File: src/rtl/sfetch_pkg.sv
package sfetch_pkg;
   typedef enum logic [1:0] {
      FS_RUN   = 2'd0,
      FS_DRAIN = 2'd1,
      FS_SLOT  = 2'd2
   } fstate_t;
endpackage

File: src/rtl/sfetch_fifo.sv
module sfetch_fifo #(
   parameter int W     = 32,
   parameter int DEPTH = 4,
   localparam int PW   = $clog2(DEPTH),
   localparam int CW   = $clog2(DEPTH + 1)
) (
   input  logic          clk,
   input  logic          rst_n,
   input  logic          clr,
   input  logic          push,
   input  logic [W-1:0]  din,
   input  logic          pop,
   output logic [W-1:0]  dout,
   output logic          empty,
   output logic          full,
   output logic [CW-1:0] count
);
   generate
      if (DEPTH < 2 || (DEPTH & (DEPTH - 1)) != 0) begin : g_bad_depth
         $error("sfetch_fifo: DEPTH must be a power of two, at least 2");
      end
   endgenerate

   logic [W-1:0]  store [DEPTH];
   logic [PW-1:0] rp, wp;

   always_ff @(posedge clk) begin
      if (!rst_n || clr) begin
         rp    <= '0;
         wp    <= '0;
         count <= '0;
      end else begin
         if (push) wp <= wp + PW'(1);
         if (pop)  rp <= rp + PW'(1);
         count <= count + CW'(push) - CW'(pop);
      end
   end

   always_ff @(posedge clk) begin
      if (push && !clr) store[wp] <= din;
   end

   assign dout  = store[rp];
   assign empty = (count == '0);
   assign full  = (count == CW'(DEPTH));
endmodule

File: src/rtl/sfetch_pcgen.sv
module sfetch_pcgen #(
   parameter int          AW       = 32,
   parameter int          DEPTH    = 4,
   parameter logic [31:0] RESET_PC = 32'h0
) (
   input  logic          clk,
   input  logic          rst_n,
   input  logic          goto_valid,
   input  logic [AW-1:0] goto_addr,
   input  logic          pop,
   output logic [AW-1:0] head,
   output logic          empty
);
   localparam int CW = $clog2(DEPTH + 1);

   logic [AW-1:0] pc_q;
   logic          full;
   logic          push;
   logic [CW-1:0] cnt;

   assign push = !goto_valid && !full;

   always_ff @(posedge clk) begin
      if (!rst_n)          pc_q <= AW'(RESET_PC);
      else if (goto_valid) pc_q <= goto_addr;
      else if (push)       pc_q <= pc_q + AW'(4);
   end

   sfetch_fifo #(.W(AW), .DEPTH(DEPTH)) u_pcq (
      .clk(clk), .rst_n(rst_n), .clr(goto_valid),
      .push(push), .din(pc_q), .pop(pop),
      .dout(head), .empty(empty), .full(full), .count(cnt)
   );
endmodule

File: src/rtl/sfetch_ctrl.sv
module sfetch_ctrl
   import sfetch_pkg::*;
#(
   parameter int AW         = 32,
   parameter int DW         = 32,
   parameter int WAIT_DEPTH = 4,
   parameter int OUT_DEPTH  = 8,
   localparam int WCW       = $clog2(WAIT_DEPTH + 1),
   localparam int OCW       = $clog2(OUT_DEPTH + 1)
) (
   input  logic           clk,
   input  logic           rst_n,
   input  logic           redir_valid,
   input  logic [AW-1:0]  redir_slot,
   input  logic [AW-1:0]  pcq_head,
   input  logic           pcq_empty,
   output logic           pcq_pop,
   output logic           mem_req_valid,
   output logic [AW-1:0]  mem_req_addr,
   input  logic           mem_req_ready,
   input  logic           mem_rsp_valid,
   input  logic [DW-1:0]  mem_rsp_data,
   input  logic [OCW-1:0] out_cnt,
   output logic           out_push,
   output logic [AW+DW-1:0] out_din,
   output logic [WCW-1:0] wait_cnt,
   output fstate_t        fstate
);
   fstate_t       st_q, st_d;
   logic [AW-1:0] slot_q;
   logic [AW-1:0] wait_head;
   logic          wait_empty, wait_full;
   logic          credit, fire;

   assign credit = (int'(out_cnt) + int'(wait_cnt)) < OUT_DEPTH;

   always_comb begin
      mem_req_valid = !redir_valid && !wait_full && credit &&
                      ((st_q == FS_RUN && !pcq_empty) || st_q == FS_SLOT);
      mem_req_addr  = (st_q == FS_SLOT) ? slot_q : pcq_head;
   end

   assign fire    = mem_req_valid && mem_req_ready;
   assign pcq_pop = fire && (st_q == FS_RUN);

   always_comb begin
      st_d = st_q;
      if (redir_valid) st_d = FS_DRAIN;
      else begin
         case (st_q)
            FS_DRAIN: if (wait_empty) st_d = FS_SLOT;
            FS_SLOT:  if (fire)       st_d = FS_RUN;
            default:  st_d = FS_RUN;
         endcase
      end
   end

   always_ff @(posedge clk) begin
      if (!rst_n) begin
         st_q   <= FS_RUN;
         slot_q <= '0;
      end else begin
         st_q <= st_d;
         if (redir_valid) slot_q <= redir_slot;
      end
   end

   sfetch_fifo #(.W(AW), .DEPTH(WAIT_DEPTH)) u_waitq (
      .clk(clk), .rst_n(rst_n), .clr(1'b0),
      .push(fire), .din(mem_req_addr), .pop(mem_rsp_valid),
      .dout(wait_head), .empty(wait_empty), .full(wait_full), .count(wait_cnt)
   );

   assign out_push = mem_rsp_valid && !redir_valid && (st_q != FS_DRAIN);
   assign out_din  = {wait_head, mem_rsp_data};
   assign fstate   = st_q;
endmodule

File: src/rtl/sfetch_top.sv
module sfetch_top
   import sfetch_pkg::*;
#(
   parameter int          AW         = 32,
   parameter int          DW         = 32,
   parameter int          PCQ_DEPTH  = 4,
   parameter int          WAIT_DEPTH = 4,
   parameter int          OUT_DEPTH  = 8,
   parameter logic [31:0] RESET_PC   = 32'h0
) (
   input  logic          clk,
   input  logic          rst_n,
   input  logic          redir_valid,
   input  logic [AW-1:0] redir_target,
   input  logic [AW-1:0] redir_slot,
   output logic          mem_req_valid,
   output logic [AW-1:0] mem_req_addr,
   input  logic          mem_req_ready,
   input  logic          mem_rsp_valid,
   input  logic [DW-1:0] mem_rsp_data,
   output logic          out_valid,
   output logic [AW-1:0] out_pc,
   output logic [DW-1:0] out_instr,
   input  logic          out_ready
);
   localparam int WCW = $clog2(WAIT_DEPTH + 1);
   localparam int OCW = $clog2(OUT_DEPTH + 1);

   generate
      if (AW < 3 || AW > 32) begin : g_bad_aw
         $error("sfetch_top: AW must lie in 3..32");
      end
      if (OUT_DEPTH < WAIT_DEPTH) begin : g_bad_out
         $error("sfetch_top: OUT_DEPTH must cover WAIT_DEPTH");
      end
   endgenerate

   logic [AW-1:0]    pcq_head;
   logic             pcq_empty, pcq_pop;
   logic             out_push, out_empty, out_full;
   logic [AW+DW-1:0] out_din, out_dout;
   logic [OCW-1:0]   out_cnt;
   logic [WCW-1:0]   wait_cnt;
   fstate_t          fstate;

   sfetch_pcgen #(.AW(AW), .DEPTH(PCQ_DEPTH), .RESET_PC(RESET_PC)) u_pcgen (
      .clk(clk), .rst_n(rst_n), .goto_valid(redir_valid), .goto_addr(redir_target),
      .pop(pcq_pop), .head(pcq_head), .empty(pcq_empty)
   );

   sfetch_ctrl #(.AW(AW), .DW(DW), .WAIT_DEPTH(WAIT_DEPTH), .OUT_DEPTH(OUT_DEPTH)) u_ctrl (
      .clk(clk), .rst_n(rst_n), .redir_valid(redir_valid), .redir_slot(redir_slot),
      .pcq_head(pcq_head), .pcq_empty(pcq_empty), .pcq_pop(pcq_pop),
      .mem_req_valid(mem_req_valid), .mem_req_addr(mem_req_addr),
      .mem_req_ready(mem_req_ready), .mem_rsp_valid(mem_rsp_valid),
      .mem_rsp_data(mem_rsp_data), .out_cnt(out_cnt), .out_push(out_push),
      .out_din(out_din), .wait_cnt(wait_cnt), .fstate(fstate)
   );

   sfetch_fifo #(.W(AW + DW), .DEPTH(OUT_DEPTH)) u_outq (
      .clk(clk), .rst_n(rst_n), .clr(redir_valid),
      .push(out_push), .din(out_din), .pop(out_valid && out_ready),
      .dout(out_dout), .empty(out_empty), .full(out_full), .count(out_cnt)
   );

   assign out_valid = !out_empty;
   assign out_pc    = out_dout[AW+DW-1:DW];
   assign out_instr = out_dout[DW-1:0];
endmodule

File: config.mk
export PLATFORM = sky130hd
export DESIGN_NAME = sfetch_top
export DESIGN_NICKNAME = d
export VERILOG_FILES = /design/src/rtl/sfetch_pkg.sv /design/src/rtl/sfetch_fifo.sv /design/src/rtl/sfetch_pcgen.sv /design/src/rtl/sfetch_ctrl.sv /design/src/rtl/sfetch_top.sv
export SDC_FILE = /design/constraint.sdc
export NUM_CORES = 1
export LEC_CHECK = 0
export BUFFER_PORTS_ARGS = -buffer_cell sky130_fd_sc_hd__clkbuf_2
export CORE_ASPECT_RATIO = 0.6
export CORE_MARGIN = 10
export CORE_UTILIZATION = 54
export DETAILED_ROUTE_END_ITERATION = 8
export GPL_TIMING_DRIVEN = 0
export MAX_ROUTING_LAYER = met4
export PLACE_DENSITY = 0.78
export SYNTH_ARGS = -nofsm -noshare
export SYNTH_HDL_FRONTEND = slang
export SYNTH_SLANG_ARGS = --single-unit
File: constraint.sdc
create_clock -name clk -period 17.4 [get_ports clk]
set_input_delay 0.87 -clock clk [delete_from_list [all_inputs] [get_ports clk]]
set_output_delay 0.87 -clock clk [all_outputs]
set_load 0.01 [all_outputs]
-- Yosys cells after proc, flatten, opt, wreduce, memory -nomap -nowiden
Memories as Yosys holds them, arrays and structs flattened. A register that Yosys moved wholly into a read port is not among the register bits.
Index checks and enable logic that the tools add are counted.
- add/sub/neg operators: 14
- order comparisons: 1
- equality and inequality tests: 9
- muxes and demuxes: 19
- bitwise gates (word level): 1
- reductions and logical operators: 28
- operator list (cell ; number):
    2-to-1 mux 32 bit ; 3
    adder 32 x 3 -> 32 bit, second input constant ; 1
    less-than comparator 32 x 5 -> 1 bit, second input constant ; 1
    logical AND 1 bit ; 12
    2-to-1 mux 2 bit ; 6
    adder 2 x 1 -> 2 bit, second input constant ; 4
    2-to-1 mux 1 bit ; 7
    adder 3 x 1 -> 3 bit ; 2
    adder 3 x 1 -> 3 bit, second input constant ; 2
    == test 3 bit, second input constant ; 2
    logical NOT 1 bit ; 6
    logical NOT 3 bit ; 2
    2-to-1 mux 3 bit ; 2
    subtractor 3 x 1 -> 3 bit ; 2
    adder 4 x 3 -> 5 bit ; 1
    adder 4 x 1 -> 4 bit ; 1
    logical NOT 4 bit ; 1
    != test 2 x 1 -> 1 bit, second input constant ; 2
    one-hot mux 2 bit (2 select lines) ; 1
    AND reduction 2 bit ; 2
    subtractor 4 x 1 -> 4 bit ; 1
    != test 3 x 2 -> 1 bit, second input constant ; 1
    != test 3 bit, second input constant ; 1
    == test 2 x 1 -> 1 bit, second input constant ; 1
    other kinds (7) ; 8
- bits in registers: 90
- bits in writable memories: 768
- output and inout bits: 98
- memories kept: 3
- memory list (name ; depth ; bits a word ; rd ports ; clocked after Yosys merged registers in ; wr ports ; line ; RTL):
    u_outq.store ; 8 ; 64 ; 1 ; 1 ; 1 ; sfetch_fifo.sv:24 ; logic [W-1:0] store [DEPTH];
    u_ctrl.u_waitq.store ; 4 ; 32 ; 1 ; 1 ; 1 ; sfetch_fifo.sv:24 ;
    u_pcgen.u_pcq.store ; 4 ; 32 ; 1 ; 1 ; 1 ; sfetch_fifo.sv:24 ;

-- Logic depth before layout (Yosys ltp)
- depth in word-level cells: 9
- mapped depth: 14

-- Cells and area by module
From an unflattened synthesis, not the netlist that was laid out.
- cells, all modules: 1672
- area, all modules: 34002.6 um2
- by module, submodules not included (module ; times used ; cells each ; area an instance (um2) ; seq. area each (um2)):
    sfetch_fifo (u_outq) ; 1 ; 813 ; 19852.8 ; 15635.0
    sfetch_fifo (u_ctrl.u_waitq ...) ; 2 ; 214 ; 5116.2 ; 4023.9
    sfetch_ctrl ; 1 ; 190 ; 2005.7 ; 680.7
    sfetch_pcgen ; 1 ; 239 ; 1901.8 ; 640.6
    sfetch_top ; 1 ; 2 ; 10.0 ; 0.0

-- Worst setup path after synthesis
OpenSTA, ideal clock, no wires.
- path kind: input port to flip-flop
- from: in redir_valid
- to: mem u_outq.store[0][0] (netlist name), enable pin
- library setup time: 565 ps
- arrival: 5828 ps
- required time: 16835 ps
- setup slack: 11007 ps
- cell stages on the path: 3
- path buffers: 1
- cells stage by stage: clkbuf_1 or3_1 nor3_1
- word-level cells in the longest chain between the ends: 6
- RTL lines (what ; line ; RTL):
    from (decl) ; sfetch_top.sv:13 ; input logic redir_valid,
    logical NOT 1 bit * ; sfetch_fifo.sv:40, sfetch_ctrl.sv:74 ;
    logical AND 1 bit (2 in series) ; sfetch_ctrl.sv:74 ; assign out_push = mem_rsp_valid && !redir_valid && (st_q != FS_DRAIN);
    logical AND 1 bit * ; sfetch_fifo.sv:40 ; if (push && !clr) store[wp] <= din;
    2-to-1 mux 1 bit * ; sfetch_fifo.sv:40 ;
    2-to-1 mux 1 bit (implied by the code) * ; sfetch_fifo.sv:40 ;
    to (decl) ; sfetch_fifo.sv:24 ;
Mark *: on every way between the ends. The rest lies on a longest branch, timed or not.

==> results.rst <==
.. list-table::
   :header-rows: 1

   * - Metric
     - Value
   * - Status
     - completed
   * - Post-synth top flop
     - sky130_fd_sc_hd__edfxtp_1
   * - R2r worst-path depth
     - 13
   * - Final-layout setup total negative slack
     - 0 ns
   * - Initial standard-cell utilization of the core
     - between 50% and 60%
   * - Tcrit/Tclk final
     - approximately a quarter
   * - Worst slew margin
     - 28.36%
   * - Leakage
     - ~0.013 uW
   * - Max Clock Skew
     - roughly 0.021 ns
   * - Antenna violation net count after detailed routing
     - 0
   * - TritonCTS buffer count
     - 76
   * - Maximum number of pins on one net before global-route repair
     - 33
   * - Dominant cell by count in the synthesized netlist
     - sky130_fd_sc_hd__edfxtp_1
   * - Fin nets
     - between 2k and 2.5k
   * - Worst slack, placed
     - between 10 and 15 ns
   * - Total congestion overflow
     - 0
   * - Worst setup slack after layout
     - approximately 13 ns
   * - Worst endpoint data arrival time
     - approximately 3.2 ns
   * - Number of unique standard cell types used by synthesis
     - 56
   * - Final-report hold violation count
     - 0
   * - List of most frequent post-synthesis cells
     - 768 x sky130_fd_sc_hd__edfxtp_1, 192 x sky130_fd_sc_hd__mux4_2, 97 x sky130_fd_sc_hd__dfxtp_1
   * - Bufs on Longest Clock Path
     - 3
   * - Final wirelength
     - between 70,000 and 80,000 um
   * - Total track usage
     - about a fifth
   * - Total number of yosys warnings
     - 0
   * - HPWL after DPL
     - between 40,000 and 50,000 um
   * - Mean area per synthesized cell
     - between 20 and 25 um2
   * - Synthesized area
     - between 30,000 and 40,000 um2
   * - Clock latency on the worst-skew pair
     - 0.63 ns
   * - Antenna cell count
     - 0
   * - R2r endpoint
     - u_pcgen.u_pcq.count[2]$_SDFF_PP0_
   * - Library cell contributing the largest single delay on the critical path
     - sky130_fd_sc_hd__clkbuf_1
   * - Area Overhead vs Synth
     - 14.90%
   * - Core Util, Final
     - 62.99%
   * - Number of antenna violations at the first check in global routing
     - 1
   * - First-pass GRT wire length
     - approximately 110,000 um
   * - Storage cell area
     - around 25,000 um2
   * - I/O Pins
     - 200
   * - Share of cells above drive strength 1
     - 33.18%
   * - Clock sink total
     - between 800 and 900
   * - Number of violations reported at the end of detailed-routing iteration 0
     - roughly 2.1k
   * - Hold Path Cell Cnt
     - 2
   * - Number of optimization iterations in the first detailed-route pass
     - 7
   * - Launch instance of the worst min-delay path
     - redir_target[3]
   * - Cell repeated most along the worst path
     - sky130_fd_sc_hd__clkbuf_1
   * - Number of gates resized after cts
     - 0
   * - Number of hold-repair buffers added at the cts stage
     - 0
   * - Unrepaired setup endpoints after global routing
     - no
   * - Vias after detailed routing
     - about 17k
   * - Worst Max-Slew Pin Slew
     - approximately 1.1 ns
   * - Count of endpoints failing setup in the final report
     - 0
   * - Setup Fix Bufs, Post-CTS
     - 0
   * - Data required time at the worst endpoint
     - 16.53 ns
   * - Power per Cell Area
     - 114.3 nW/um2
   * - DRC violations left
     - 0
   * - Minimum clock period
     - 4.089 ns
   * - Multi-input logic area
     - roughly 8200 um2
   * - Number of max-slew violations in the final report
     - 0
   * - Worst hold endpoint
     - u_pcgen.pc_q[3]$_SDFFE_PN0N_
   * - Top post-synthesis cells by area
     - sky130_fd_sc_hd__edfxtp_1 69%, sky130_fd_sc_hd__mux4_2 13%, sky130_fd_sc_hd__dfxtp_1 5.8%
   * - Type of origin of the critical path
     - flip-flop
   * - R2R Path Start
     - u_ctrl.u_waitq.count[2]$_SDFF_PN0_
   * - Maximum achievable frequency
     - about 240 MHz
   * - Cells after synthesis
     - 1,654
   * - Kind of critical path
     - reg2out
   * - Weighted congestion at the end of routability-driven global placement
     - 0.9382
   * - Die area
     - 72,860 um2
   * - Overall power of the completed layout
     - around 4400 uW
   * - Count of input and output buffers
     - 199
   * - Area share of the largest cell type after synthesis
     - 68.71%
   * - Sequential area share after synthesis
     - between 70 and 80%
   * - Class of the tightest hold or removal check
     - in2reg
   * - Clock tree from TritonCTS
     - yes
   * - Maxcap violations
     - 0
   * - Fraction of synthesis flops using an asynchronous set or reset pin
     - 0%
   * - Clock-pin transition on the worst setup and hold timing paths
     - ~0.06 ns
   * - Via density per instance
     - ~6.0
   * - Clock root cell
     - sky130_fd_sc_hd__clkbuf_16
   * - Register bit count reported by yosys
     - 865
   * - Number of nets produced by synthesis
     - 1,781
   * - H-tree levels
     - 3
   * - Detail-routed net length per standard cell
     - about 26 um
   * - Crit. End Element
     - output pin
   * - Post-synth EDFFs
     - 768
   * - DIE HEIGHT
     - 213.1 um
   * - Crit Path Max Fanout
     - 10
   * - Horizontal die dimension
     - ~340 um
   * - Max incr delay on CP
     - a little under 0.7 ns
   * - Std-Cell Core Area
     - a little over 60,000 um2
   * - Cell type with the largest total area after synthesis
     - sky130_fd_sc_hd__edfxtp_1
   * - Row count
     - 70
   * - Slack of the worst reg-to-reg path
     - between 10 and 15 ns
   * - Number of global-route vias before repair
     - about 18k
   * - Worst IR Drop VDD
     - between 0.00007 and 0.00008 V
   * - Filler instances
     - 4,097
   * - Cell Chain, Critical Path
     - clkbuf_1, clkbuf_1, mux4_2, mux2_2, clkbuf_2
## worst max-delay path by stage
stage / end / startpoint / cells after the start
after floorplan: u_outq.store[0][0]$_DFFE_PP_ / redir_valid / 3
after global placement: u_outq.store[0][8]$_DFFE_PP_ / redir_valid / 4
after detailed placement: u_pcgen.u_pcq.count[2]$_SDFF_PP0_ / redir_valid / 14
after CTS: out_pc[14] / flip-flop / 5
after global routing: out_pc[14] / flip-flop / 5
final: out_pc[14] / flip-flop / 5
## worst max-delay path, delay by kind of cell (launching register included)
family                 cells  cell delay [ns]
flip-flops                 1             0.33
multiplexers               2             0.78
buffers and inverters      3             1.47
## per-layer routing
layer / routed length [um] / global-route usage (%) / up-vias / part of all wire, %
met4: 1287 / 4.847 / 0 / 1.8
met3: 5132 / 3.418 / 103 / 7.0
li1: - / - / 7379 / -
met2: 35050 / 31.74 / 626 / 48
met1: 31810 / 29.60 / 8982 / 43
met5: 0 / - / - / 0
## state kept, by name, indices dropped and copies added (netlist names), 3 cells and up, named ones only
register              cells
u_outq.store            512
u_ctrl.u_waitq.store    128
u_pcgen.u_pcq.store     128
u_ctrl.slot_q            32
u_pcgen.pc_q             32
u_outq.count              4
u_ctrl.u_waitq.count      3
u_outq.rp                 3
u_outq.wp                 3
u_pcgen.u_pcq.count       3
## power breakdown
part	internal [uW]	leakage, uW	switching (uW)	total [uW]
sequential	2320	0.00778	30.5	2350
clock	923	0.00116	739	1660
combinational	179	0.00366	216	395
## layout make-up
cell class / instances / share of cell area (%)
well taps: 828 / 2.686
inverters: 23 / 0.2239
clock buffers: 95 / 5.142
plain buffers: 83 / 0.8857
clock inverters: 42 / 1.187
multi-input cells: 683 / 21.26
flip-flops and latches: 865 / 64.83
repair buffers: 228 / 3.783
## layout by cell type (no fill, tap or decap), types with 11 or more instances in the layout
cell type	count
sky130_fd_sc_hd__mux2i_1	36
sky130_fd_sc_hd__clkinv_1	16
sky130_fd_sc_hd__nand3_1	23
sky130_fd_sc_hd__edfxtp_1	768
sky130_fd_sc_hd__nand2_1	41
sky130_fd_sc_hd__nand4_1	13
sky130_fd_sc_hd__mux4_2	192
sky130_fd_sc_hd__dfxtp_1	97
sky130_fd_sc_hd__and2_1	12
sky130_fd_sc_hd__clkbuf_2	199
sky130_fd_sc_hd__clkbuf_1	74
sky130_fd_sc_hd__o21ai_0	30
sky130_fd_sc_hd__buf_12	13
sky130_fd_sc_hd__mux2_2	96
sky130_fd_sc_hd__nor3_1	12
sky130_fd_sc_hd__clkbuf_16	76
sky130_fd_sc_hd__buf_2	24
sky130_fd_sc_hd__ha_1	22
sky130_fd_sc_hd__xnor2_1	11
sky130_fd_sc_hd__nor2b_1	36
sky130_fd_sc_hd__inv_1	23
sky130_fd_sc_hd__nor2_1	23
## metrics by stage
stage	cell area (um2)	instances	hold WS [ns]
finish	38570	2847	0.4674
global route	38570	2847	0.4645
CTS	38570	2847	0.4379
detailed placement	36120	2710	0.5018
global placement	35600	2681	0.4752
floorplan	33560	1654	0.4541
## logic make-up after synthesis
logic type,share of synthesized area [%]
AOI/OAI and AO/OA,1.648
xor gates and xnor gates,0.5480
adders and majority gates,0.9990
buffers and inverters,1.275
DFF,74.49
muxes,17.18
and+or+nand+nor,3.858
No activity file was read; power rests on OpenSTA's default activity.
